===== src/rtl/rwe_pkg.sv =====
package rwe_pkg;

  typedef enum logic [1:0] {
    TR_IDLE   = 2'b00,
    TR_BUSY   = 2'b01,
    TR_NONSEQ = 2'b10,
    TR_SEQ    = 2'b11
  } htrans_e;

  typedef enum logic [2:0] {
    XK_WRITE     = 3'd0,
    XK_RD_HIT    = 3'd1,
    XK_RD_MISS   = 3'd2,
    XK_EMU_FIRST = 3'd3,
    XK_EMU_BEAT  = 3'd4
  } xfer_kind_e;

  function automatic logic kind_is_emu(input xfer_kind_e k);
    return (k == XK_EMU_FIRST) || (k == XK_EMU_BEAT);
  endfunction

endpackage


===== src/rtl/rwe_decode.sv =====
module rwe_decode
  import rwe_pkg::*;
#(
  parameter int FIELD_W = 5,
  parameter int ARR_WS  = 2,
  parameter int WR_WS   = 1,
  parameter int CNT_W   = 6
) (
  input  logic               hsel_i,
  input  logic [1:0]         htrans_i,
  input  logic               hwrite_i,
  input  logic [FIELD_W-1:0] field_i,
  input  logic               buf_hit_i,
  input  logic               ready_i,
  output logic               accept_o,
  output xfer_kind_e         kind_o,
  output logic [CNT_W-1:0]   wait_o
);

  htrans_e tr;
  logic    emu;

  always_comb begin
    tr       = htrans_e'(htrans_i);
    accept_o = hsel_i && (tr == TR_NONSEQ || tr == TR_SEQ) && ready_i;
    emu      = (field_i != '0);

    if (hwrite_i)       kind_o = XK_WRITE;
    else if (!emu)      kind_o = buf_hit_i ? XK_RD_HIT : XK_RD_MISS;
    else if (tr == TR_SEQ) kind_o = XK_EMU_BEAT;
    else                kind_o = XK_EMU_FIRST;

    unique case (kind_o)
      XK_WRITE:     wait_o = CNT_W'(WR_WS);
      XK_RD_HIT:    wait_o = '0;
      XK_EMU_FIRST: wait_o = CNT_W'(ARR_WS) + CNT_W'(field_i);
      default:      wait_o = CNT_W'(ARR_WS);
    endcase
  end

endmodule


===== src/rtl/rwe_phase_reg.sv =====
module rwe_phase_reg
  import rwe_pkg::*;
#(
  parameter int AW = 32
) (
  input  logic          clk,
  input  logic          rst_n,
  input  logic          ready_i,
  input  logic          accept_i,
  input  xfer_kind_e    kind_i,
  input  logic [AW-1:0] addr_i,
  output logic          dp_valid_o,
  output xfer_kind_e    dp_kind_o,
  output logic [AW-1:0] dp_addr_o
);

  logic          valid_d;
  logic          cap_en;
  xfer_kind_e    kind_d;
  logic [AW-1:0] addr_d;

  always_comb begin
    cap_en  = accept_i;
    valid_d = ready_i ? accept_i : dp_valid_o;
    kind_d  = cap_en ? kind_i : dp_kind_o;
    addr_d  = cap_en ? addr_i : dp_addr_o;
  end

  always_ff @(posedge clk or negedge rst_n) begin
    if (!rst_n) begin
      dp_valid_o <= 1'b0;
      dp_kind_o  <= XK_RD_HIT;
      dp_addr_o  <= '0;
    end else begin
      dp_valid_o <= valid_d;
      if (cap_en) begin
        dp_kind_o <= kind_d;
        dp_addr_o <= addr_d;
      end
    end
  end

endmodule


===== src/rtl/rwe_wait_ctr.sv =====
module rwe_wait_ctr #(
  parameter int CNT_W = 6
) (
  input  logic             clk,
  input  logic             rst_n,
  input  logic             load_i,
  input  logic [CNT_W-1:0] load_val_i,
  input  logic             active_i,
  output logic             zero_o
);

  logic [CNT_W-1:0] cnt_q;
  logic [CNT_W-1:0] cnt_d;
  logic             cnt_en;

  always_comb begin
    zero_o = (cnt_q == '0);
    cnt_en = load_i || (active_i && !zero_o);
    if (load_i) cnt_d = load_val_i;
    else        cnt_d = cnt_q - CNT_W'(1);
  end

  always_ff @(posedge clk or negedge rst_n) begin
    if (!rst_n)      cnt_q <= '0;
    else if (cnt_en) cnt_q <= cnt_d;
  end

endmodule


===== src/rtl/rwe_resp.sv =====
module rwe_resp
  import rwe_pkg::*;
#(
  parameter int          AW       = 32,
  parameter int          DW       = 32,
  parameter logic [DW-1:0] DATA_KEY = 32'h5A3C_96E1
) (
  input  logic          dp_valid_i,
  input  xfer_kind_e    dp_kind_i,
  input  logic [AW-1:0] dp_addr_i,
  input  logic          done_i,
  output logic          hready_o,
  output logic [DW-1:0] hrdata_o,
  output logic          pf_inhibit_o,
  output logic          pf_req_o
);

  logic          rd_phase;
  logic [DW-1:0] arr_word;

  generate
    if (DW <= AW) begin : g_narrow
      assign arr_word = dp_addr_i[DW-1:0] ^ DATA_KEY;
    end else begin : g_wide
      assign arr_word = {{(DW-AW){1'b0}}, dp_addr_i} ^ DATA_KEY;
    end
  endgenerate

  always_comb begin
    rd_phase     = dp_valid_i && (dp_kind_i != XK_WRITE);
    hready_o     = !dp_valid_i || done_i;
    hrdata_o     = (rd_phase && done_i) ? arr_word : '0;
    pf_inhibit_o = dp_valid_i && kind_is_emu(dp_kind_i);
    pf_req_o     = dp_valid_i && (dp_kind_i == XK_RD_MISS) && done_i;
  end

endmodule


===== src/rtl/flash_rd_ws_emu.sv =====
module flash_rd_ws_emu
  import rwe_pkg::*;
#(
  parameter int            AW        = 32,
  parameter int            DW        = 32,
  parameter int            FIELD_LSB = 24,
  parameter int            FIELD_W   = 5,
  parameter int            ARR_WS    = 2,
  parameter int            WR_WS     = 1,
  parameter logic [DW-1:0] DATA_KEY  = 32'h5A3C_96E1
) (
  input  logic          clk,
  input  logic          rst_n,
  input  logic          hsel_i,
  input  logic [1:0]    htrans_i,
  input  logic          hwrite_i,
  input  logic [AW-1:0] haddr_i,
  input  logic          buf_hit_i,
  output logic          hready_o,
  output logic [DW-1:0] hrdata_o,
  output logic          pf_inhibit_o,
  output logic          pf_req_o
);

  localparam int EMU_MAX = ARR_WS + (1 << FIELD_W) - 1;
  localparam int MAX_WS  = (EMU_MAX > WR_WS) ? EMU_MAX : WR_WS;
  localparam int CNT_W   = $clog2(MAX_WS + 1);

  logic               accept;
  xfer_kind_e         kind;
  logic [CNT_W-1:0]   wait_val;
  logic               dp_valid;
  xfer_kind_e         dp_kind;
  logic [AW-1:0]      dp_addr;
  logic               cnt_zero;
  logic [FIELD_W-1:0] field;

  assign field = haddr_i[FIELD_LSB +: FIELD_W];

  rwe_decode #(
    .FIELD_W(FIELD_W), .ARR_WS(ARR_WS), .WR_WS(WR_WS), .CNT_W(CNT_W)
  ) u_dec (
    .hsel_i    (hsel_i),
    .htrans_i  (htrans_i),
    .hwrite_i  (hwrite_i),
    .field_i   (field),
    .buf_hit_i (buf_hit_i),
    .ready_i   (hready_o),
    .accept_o  (accept),
    .kind_o    (kind),
    .wait_o    (wait_val)
  );

  rwe_phase_reg #(.AW(AW)) u_phase (
    .clk        (clk),
    .rst_n      (rst_n),
    .ready_i    (hready_o),
    .accept_i   (accept),
    .kind_i     (kind),
    .addr_i     (haddr_i),
    .dp_valid_o (dp_valid),
    .dp_kind_o  (dp_kind),
    .dp_addr_o  (dp_addr)
  );

  rwe_wait_ctr #(.CNT_W(CNT_W)) u_ctr (
    .clk        (clk),
    .rst_n      (rst_n),
    .load_i     (accept),
    .load_val_i (wait_val),
    .active_i   (dp_valid),
    .zero_o     (cnt_zero)
  );

  rwe_resp #(.AW(AW), .DW(DW), .DATA_KEY(DATA_KEY)) u_resp (
    .dp_valid_i   (dp_valid),
    .dp_kind_i    (dp_kind),
    .dp_addr_i    (dp_addr),
    .done_i       (cnt_zero),
    .hready_o     (hready_o),
    .hrdata_o     (hrdata_o),
    .pf_inhibit_o (pf_inhibit_o),
    .pf_req_o     (pf_req_o)
  );

endmodule


===== config.mk =====
export PLATFORM = sky130hd
export DESIGN_NAME = flash_rd_ws_emu
export DESIGN_NICKNAME = d
export VERILOG_FILES = /design/src/rtl/rwe_pkg.sv /design/src/rtl/rwe_decode.sv /design/src/rtl/rwe_phase_reg.sv /design/src/rtl/rwe_wait_ctr.sv /design/src/rtl/rwe_resp.sv /design/src/rtl/flash_rd_ws_emu.sv
export SDC_FILE = /design/constraint.sdc
export NUM_CORES = 1
export LEC_CHECK = 0
export BUFFER_PORTS_ARGS = -buffer_cell sky130_fd_sc_hd__buf_2
export CORE_UTILIZATION = 25
export DETAILED_ROUTE_END_ITERATION = 10
export SLEW_MARGIN = 30
export SYNTH_ARGS = -nofsm -noshare
export SYNTH_HDL_FRONTEND = slang
export SYNTH_SLANG_ARGS = --single-unit

===== constraint.sdc =====
create_clock -name clk -period 4.95 [get_ports clk]
set_input_delay 1.2375 -clock clk [delete_from_list [all_inputs] [get_ports clk]]
set_output_delay 1.2375 -clock clk [all_outputs]
set_load 0.03 [all_outputs]

==> results.py <==
metrics = {
    "status": {
        "outcome": "finished clean",
    },
    "final_layout": {
        "seqCellArea_sq_mm": 0.00105,
        "fin_nets": 306,
        "fillers": 861,
        "drive_gt1_frac": 0.453,
        "antennaDiodeCount": 0,
        "stdcell_area_sq_mm": 0.00268,
        "multi_input_area_sq_um": 998,
        "syn2layout_area_growth_pct": 27.8,
    },
    "floorplanning": {
        "die_height_um": 93.5,
        "num_rows": 33,
        "pin_count": 74,
        "coreArea_sq_mm": 0.00818,
        "start_util": 0.256,
        "die_area_sq_mm": 0.00874,
        "die_w_um": 93.5,
    },
    "sta": {
        "fin_ws_ps": 1460,
        "tightest_slew_ps": 632,
        "rsz0062_at_grt": "no",
        "fin_crit_ps": 3490,
        "fin_worst_skew_ps": 5.99,
        "finalCritPeriodShare": 0.705,
        "tns_ps": 0,
        "hold_violations": 0,
        "fmaxAchievable_mhz": 286,
        "slew_headroom": 0.573,
        "slew_viol_final": 0,
        "final-setup-viol-count": 0,
    },
    "grt": {
        "grt_usage": 0.116,
        "grt_pass1_vias": 1606,
        "antenna_found_initial": 0,
        "grt_pass1_wl_mm": 7.94,
        "grt_overflow": 0,
        "grt_max_degree": 43,
    },
    "synthesis": {
        "yosysMostFrequentCell": "dfrtp_1",
        "synthArstFlopShare": 1.00,
        "syn_inst": 190,
        "yosysSeqAreaShare": 0.503,
        "synth_edf_count": 0,
        "yosysWarnings": 0,
        "netlist.area_leader.share": 0.490,
        "synth-main-ff-cell": "dfrtp_1",
        "synth_area_leader_cell": "dfrtp_1",
        "yosysUniqueCellTypes": 38,
        "synth_nets": 232,
        "synth_area_leaders": "dfrtp_1 (49%), mux2_2 (17%), and2_1 (5.7%), nor2_1 (3.8%), ha_1 (1.8%)",
        "synth_common_cells": "dfrtp_1 (41), mux2_2 (32), nor2_1 (21)",
        "synth-seq-cells": 42,
        "syn_area_sq_mm": 0.00209,
        "syn_avg_cell_area_sq_um": 11.0,
    },
    "cts": {
        "cts_max_level": 2,
        "tritoncts": "yes",
        "cts.sinks": 42,
        "clkTransAtPathRegs_ps": 80,
        "ctsHoldBuffers": 0,
        "cts_made_buffers": 5,
        "insertion_delay_ps": 290,
        "postCtsResizedCells": 0,
        "postCtsSetupRepairBufs": 0,
        "root_buffer": "clkbuf_8",
        "cts_buffer_depth": 2,
    },
    "power": {
        "ir_worst_vdd_uv": 162,
        "p_leak_uw": 0.00131,
        "p_per_area_mw_per_mm2": 485,
    },
    "setup_path": {
        "rrSetupSlack_ps": 2960,
        "reg2reg_depth": 4,
        "cp.arrival_ps": 2250,
        "crit_type": "flop to primary output",
        "startpoint": "u_ctr.cnt_q[0]",
        "crit_path_start_kind": "flop",
        "cp.required_ps": 3710,
        "end_kind": "primary output",
        "path_max_fanout": 16,
        "regToRegStartpoint": "u_ctr.cnt_q[2]",
    },
    "detailed_routing": {
        "vias": 1723,
        "route.final.wire_length_mm": 5.02,
        "drt-initial-drc-count": 55,
        "drc": 0,
        "antenna_left": 0,
        "post_drt_via_cell_ratio": 4.66,
        "avgRoutedWirePerCell_um": 13.6,
        "drt_pre_antenna_iters": 4,
    },
    "placed_design": {
        "gp_congestion": 0.784,
        "hpwl_mm": 3.56,
        "place_ws_ps": 1730,
        "portBuffers": 73,
        "dpl-instance-area_sq_mm": 0.00258,
    },
    "min_path": {
        "min_path_type": "flop to flop",
        "hold_depth": 1,
        "hold_start": "u_phase.dp_addr_o[4]",
    },
    "job": {
        "drv_cap": 0,
    },
}
==> worst max-delay path: stages (launching register included) <==
cell	delay, ps
dfrtp_1	420
inv_1	90
ha_1	170
nor2b_1	170
nand3_1	140
nor2_2	550
and2_1	230
buf_2	200
==> path summary, 6_finish.rpt <==
path,to
setup / recovery,hrdata_o[26]
hold / removal,u_phase.dp_addr_o[4]
setup reg to reg,u_phase.dp_addr_o[27]
hold reg to reg,u_phase.dp_addr_o[4]
max in group asynchronous,u_phase.dp_addr_o[6]
min in group asynchronous,u_ctr.cnt_q[5]
==> per-stage QoR <==
step                 util  std cells  hold WS [ps]  total power, uW
floorplan               -        190           472              934
global placement    0.315        362           482             1060
detailed placement  0.316        362           487             1070
CTS                 0.327        370           508             1320
global route        0.327        370           522             1390
finish              0.327        370           501             1300
==> power breakdown <==
group          total, uW  switching, uW  internal, uW
Clock                233            120           113
Combinational        456            229           228
Sequential           609            102           507
Total               1300            451           847
==> flip-flops by register name, summed over array words and instances, names as in the netlist <==
signal              count
u_phase.dp_kind_o       3
u_phase.dp_addr_o      32
u_phase.dp_valid_o      1
u_ctr.cnt_q             6
==> layout make-up <==
class,count,share of cell area
flip-flops and latches,42,0.393
multi-input cells,135,0.373
repair buffers,75,0.143
well taps,105,0.0491
clock buffers,7,0.0323
inverters,5,0.00702
clock inverters,1,0.00187
==> cells by family after synthesis <==
family,share of synthesized area
mux,0.172
buf+inv,0.0251
compound gates,0.0909
xor+xnor,0.0126
fa+ha+maj,0.0179
flops,0.503
simple gates,0.179
==> per-layer routing <==
layer	part of all wire	vias up	track usage	wire length (um)
met5	0	-	0	0
met4	0.0026	0	0.0231	13
met3	0.076	2	0.0382	382
met2	0.46	54	0.183	2310
met1	0.46	850	0.154	2310
li1	-	817	-	-
==> layout by cell type, fill, tap and decap left out, types with 4 or more instances in the layout <==
cell      netlist  routed
nor3_1          5       5
dfrtp_1        41      41
inv_1           5       5
buf_2           3      72
o21ai_0         5       5
or3_1           4       4
nor2_1         21      20
clkbuf_8        0       6
mux2_2         32      32
and2_1         19      19
nand2_1         8       8
Note: power is estimated with default switching activity, not from simulation.
